## src/rtl/bit_modify_pkg.sv

```systemverilog
package bit_modify_pkg;
  localparam int FLAG_W = 5;
  localparam int FLG_C  = 0;
  localparam int FLG_V  = 1;
  localparam int FLG_Z  = 2;
  localparam int FLG_N  = 3;
  localparam int FLG_X  = 4;

  typedef enum logic [1:0] {
    BOP_TEST  = 2'd0,
    BOP_SET   = 2'd1,
    BOP_CLEAR = 2'd2,
    BOP_FLIP  = 2'd3
  } bop_e;
endpackage

```

## src/rtl/bit_index_sel.sv

```systemverilog
module bit_index_sel #(
  parameter int IDX_IN_W = 8,
  parameter int DATA_W   = 32,
  parameter int BYTE_W   = 8
) (
  input  logic                use_reg,
  input  logic                mem_byte,
  input  logic [IDX_IN_W-1:0] imm_idx,
  input  logic [IDX_IN_W-1:0] reg_idx,
  output logic [IDX_IN_W-1:0] bit_idx
);
  localparam logic [IDX_IN_W-1:0] WRAP_REG  = IDX_IN_W'(DATA_W);
  localparam logic [IDX_IN_W-1:0] WRAP_BYTE = IDX_IN_W'(BYTE_W);

  logic [IDX_IN_W-1:0] raw_idx;

  always_comb begin
    raw_idx = use_reg ? reg_idx : imm_idx;
    bit_idx = mem_byte ? (raw_idx % WRAP_BYTE) : (raw_idx % WRAP_REG);
  end
endmodule

```

## src/rtl/bit_modify_core.sv

```systemverilog
module bit_modify_core
  import bit_modify_pkg::*;
#(
  parameter int DATA_W   = 32,
  parameter int BYTE_W   = 8,
  parameter int IDX_IN_W = 8
) (
  input  logic [DATA_W-1:0]   operand,
  input  logic [IDX_IN_W-1:0] bit_idx,
  input  logic [1:0]          op,
  input  logic                mem_byte,
  output logic [DATA_W-1:0]   result,
  output logic                old_bit,
  output logic                wr_en
);
  localparam logic [DATA_W-1:0] BYTE_MASK = {{(DATA_W-BYTE_W){1'b0}}, {BYTE_W{1'b1}}};
  localparam logic [DATA_W-1:0] ONE       = {{(DATA_W-1){1'b0}}, 1'b1};

  logic [DATA_W-1:0] src;
  logic [DATA_W-1:0] sel_mask;

  always_comb begin
    src      = mem_byte ? (operand & BYTE_MASK) : operand;
    sel_mask = ONE << bit_idx;
    old_bit  = |(src & sel_mask);
    wr_en    = (op != BOP_TEST);
    case (bop_e'(op))
      BOP_SET:   result = src | sel_mask;
      BOP_CLEAR: result = src & ~sel_mask;
      BOP_FLIP:  result = src ^ sel_mask;
      default:   result = src;
    endcase
  end
endmodule

```

## src/rtl/bit_modify_unit.sv

```systemverilog
module bit_modify_unit
  import bit_modify_pkg::*;
#(
  parameter int DATA_W   = 32,
  parameter int BYTE_W   = 8,
  parameter int IDX_IN_W = 8
) (
  input  logic                clk,
  input  logic                rst,
  input  logic                in_valid,
  input  logic [1:0]          in_op,
  input  logic                in_mem_byte,
  input  logic                in_use_reg,
  input  logic [IDX_IN_W-1:0] in_imm_idx,
  input  logic [IDX_IN_W-1:0] in_reg_idx,
  input  logic [DATA_W-1:0]   in_operand,
  input  logic [FLAG_W-1:0]   in_flags,
  output logic                out_done,
  output logic [DATA_W-1:0]   out_operand,
  output logic                out_wr_en,
  output logic [FLAG_W-1:0]   out_flags
);
  logic [IDX_IN_W-1:0] bit_idx;
  logic [DATA_W-1:0]   nxt_operand;
  logic                nxt_old_bit;
  logic                nxt_wr_en;
  logic [FLAG_W-1:0]   nxt_flags;

  bit_index_sel #(.IDX_IN_W(IDX_IN_W), .DATA_W(DATA_W), .BYTE_W(BYTE_W)) u_idx (
    .use_reg (in_use_reg),
    .mem_byte(in_mem_byte),
    .imm_idx (in_imm_idx),
    .reg_idx (in_reg_idx),
    .bit_idx (bit_idx)
  );

  bit_modify_core #(.DATA_W(DATA_W), .BYTE_W(BYTE_W), .IDX_IN_W(IDX_IN_W)) u_core (
    .operand (in_operand),
    .bit_idx (bit_idx),
    .op      (in_op),
    .mem_byte(in_mem_byte),
    .result  (nxt_operand),
    .old_bit (nxt_old_bit),
    .wr_en   (nxt_wr_en)
  );

  always_comb begin
    nxt_flags        = in_flags;
    nxt_flags[FLG_Z] = ~nxt_old_bit;
  end

  always_ff @(posedge clk) begin
    if (rst) begin
      out_done    <= 1'b0;
      out_operand <= '0;
      out_wr_en   <= 1'b0;
      out_flags   <= '0;
    end else begin
      out_done <= in_valid;
      if (in_valid) begin
        out_operand <= nxt_operand;
        out_wr_en   <= nxt_wr_en;
        out_flags   <= nxt_flags;
      end
    end
  end
endmodule

```

## config.mk

```make
export PLATFORM = sky130hd
export DESIGN_NAME = bit_modify_unit
export DESIGN_NICKNAME = d
export VERILOG_FILES = /design/src/rtl/bit_modify_pkg.sv /design/src/rtl/bit_index_sel.sv /design/src/rtl/bit_modify_core.sv /design/src/rtl/bit_modify_unit.sv
export SDC_FILE = /design/constraint.sdc
export NUM_CORES = 1
export LEC_CHECK = 0
export CORE_MARGIN = 4
export CORE_UTILIZATION = 43
export CTS_CLUSTER_DIAMETER = 120
export DETAILED_ROUTE_END_ITERATION = 8
export GPL_TIMING_DRIVEN = 0
export PLACE_DENSITY = 0.68
export SETUP_SLACK_MARGIN = 0.3
export SLEW_MARGIN = 20
export SYNTH_ARGS = -nofsm -noshare
export SYNTH_HDL_FRONTEND = slang
export SYNTH_SLANG_ARGS = --single-unit
```

## constraint.sdc

```tcl
create_clock -name clk -period 2.75 [get_ports clk]
set_clock_uncertainty 0.15 [all_clocks]
set_input_delay 0.4125 -clock clk [delete_from_list [all_inputs] [get_ports clk]]
set_output_delay 0.4125 -clock clk [all_outputs]
set_load 0.01 [all_outputs]
```

==> results.tsv <==
metric	value	unit
clock-root-buffer	clkbuf_8	
placedCellCount	703	
async_reset_ff_share	0	%
slew_headroom	59.2	%
clock-sinks	39	
antenna_found_initial	0	
design.die.area	12200	um2
initial_utilization	43.9	%
synth_ff_type	dfxtp_1	
num-fill-cells	896	
critPathLaunchType	input pin	
p_total	0.00187	W
status	finished clean	
grt.overflow.total	0	
crit_arrival	2450	ps
fin_crit	2420	ps
synth_area	4510	um2
dp_hpwl	9130	um
tightest_slew	611	ps
antenna_cells	0	
path_cells	buf_12 -> mux2i_4 -> or2_1 -> buf_6 -> nor3_4 -> nand2_1 -> ha_1 -> mux4_2 -> mux2i_1 -> nor2_1	
synth.ff_latch_count	39	
area_delta_synth_final	37.3	%
end_kind	register	
finalHoldViolations	0	
reg2regPathDepth	2	
die_height	110	um
vdd_drop_max	187	uV
wl_per_cell	16.5	um
gr-usage-met2	31.9	%
finalMaxSlewViolations	0	
cts_max_level	2	
required	2780	ps
fp-row-count	37	
grt_max_degree	13	
insertion_delay	300	ps
maxCapViolCount	0	
crit_type	in -> reg	
final_area	6200	um2
grt_use_total	19.2	%
ant_nets	0	
rsz0062_at_grt	true	
path_clk_slew	80	ps
synth-edff-count	0	
slowest_stage	mux4_2	
critical-path-top-delay-family	multiplexers	
synth.yosys.seq_area_share	17.3	%
power_leakage	2.94	nW
hold_depth	2	
cp_num_buf_inv	2	
holdBufCountCts	0	
grt.met1_usage	24.7	%
max_freq	413	MHz
portBuffers	84	
grt_util_met3	4.33	%
ioPinCount	99	
numCtsBuffers	5	
synth_nets	639	
finalNonFillerCells	730	
coreArea	10300	um2
grt_pass1_wl	19200	um
finalCritPeriodShare	88.1	%
max_stage_delay	460	ps
worstHoldPathType	in -> reg	
gp_congestion	0.858	
synth_area_per_cell	9.34	um2
drtIter0Drc	185	
ctsLongestPathBuffers	2	
tritoncts	built	
powerDensity	301	nW/um2
rr_startpoint	out_operand[7]	
grt_pass1_vias	3884	
firstDrtPassIters	5	
path_max_fanout	6	
dpl_cell_area	5610	um2
ys_types	38	
dr_total_vias	3805	
finalWirelength	12100	um
post_drt_via_cell_ratio	5.21	
tns	0	ps
busiest_layer	met2	
die_x	110	um
yosys_warnings	0	
fin_nets	749	
cp-startpoint	in_use_reg	
drc	0	
drive_gt1_share	26.9	%
setup_viol	0	
postSynthCellCount	483	
hold_path_startpoint	in_valid	
worst-path-stages	10	
## layer usage
metal / vias to the layer above / share of wire (%)
met5: - / 0
met3: 25 / 6.0
met4: 0 / 2.7
li1: 1836 / -
met1: 1809 / 44
met2: 135 / 47
## sequential cells by signal (all words and copies together), names as in the netlist
signal	flops
out_done	1
out_operand	32
out_wr_en	1
out_flags	5
## layout by cell type (no fill, tap or decap), types with 10 or more instances in the layout
cell type,netlist,layout
ha_1,96,84
nor2_1,79,77
clkdlybuf4s50_1,0,76
inv_1,43,43
dfxtp_1,39,39
mux2i_1,33,31
mux4_2,27,27
nand2_1,33,20
buf_4,2,18
nand2b_4,16,16
inv_2,16,16
nand2_2,0,12
ha_4,0,12
a211oi_1,11,11
nand2b_1,10,10
## worst paths after layout
kind / endpoint / slack [ps]
hold reg to reg: out_operand[3] / 340
hold / removal: out_done / 330
setup reg to reg: out_operand[7] / 1900
setup / recovery: out_operand[13] / 330
## repair_timing
action                     CTS  global route
setup buffers               10             9
pin swaps                   10            35
gates resized for setup     24            37
setup endpoints to repair   33            28
## metrics by stage
step           hold WS, ps  utilization, %  worst slack, ps
6_report               325            60.3              327
5_1_grt                332            60.3              207
4_1_cts                323            57.5              316
3_5_place_dp           327            54.6             -451
3_3_place_gp           324            54.6             -370
2_1_floorplan          346               -              230
## logic make-up after synthesis
family                     after synthesis  synth area share, %
AOI/OAI and AO/OA                       25                 4.24
muxes                                   67                 22.7
DFF                                     39                 17.3
buffers and inverters                   86                 8.90
adders and majority gates               96                 26.6
and+or+nand+nor                        170                 20.3
## where the power goes
group	internal [W]	leakage (nW)	switching (W)
logic	0.000373	2.56	0.000348
registers	0.000601	0.320	0.0000176
clock network	0.000294	0.0612	0.000233
total	0.00127	2.94	0.000598
## synthesized netlist by cell type, types with 2 or more instances
master    count  area [um2]
buf_1         5        18.8
nor2b_1       3        18.8
nand2b_1     10        62.6
buf_6         5        56.3
inv_2        16        60.1
a21oi_1       5        25.0
clkbuf_1      4        15.0
nand4_1       2        12.5
ha_1         96        1200
nor4_1        8        50.1
nor3_1        2        10.0
dfxtp_1      39         781
buf_4         2        15.0
mux4_2       27         608
mux2i_1      33         330
nor2_1       79         297
mux2_2        5        56.3
nand2b_4     16         220
buf_2         9        45.0
or2_1         2        12.5
nor3_2        6        60.1
nand2_1      33         124
nand3_1       8        40.0
buf_8         2        30.0
inv_1        43         161
a211oi_1     11        82.6
## area by class of cell
type / count / area (um2) / share of cell area [%]
clock inverters: 2 / 35.0 / 0.565
multi-input cells: 358 / 3690 / 59.5
flip-flops and latches: 39 / 781 / 12.6
well taps: 136 / 170 / 2.75
repair buffers: 103 / 1010 / 16.3
clock buffers: 6 / 82.6 / 1.33
plain buffers: 27 / 211 / 3.41
inverters: 59 / 221 / 3.57
(Power assumes the default switching activity.)
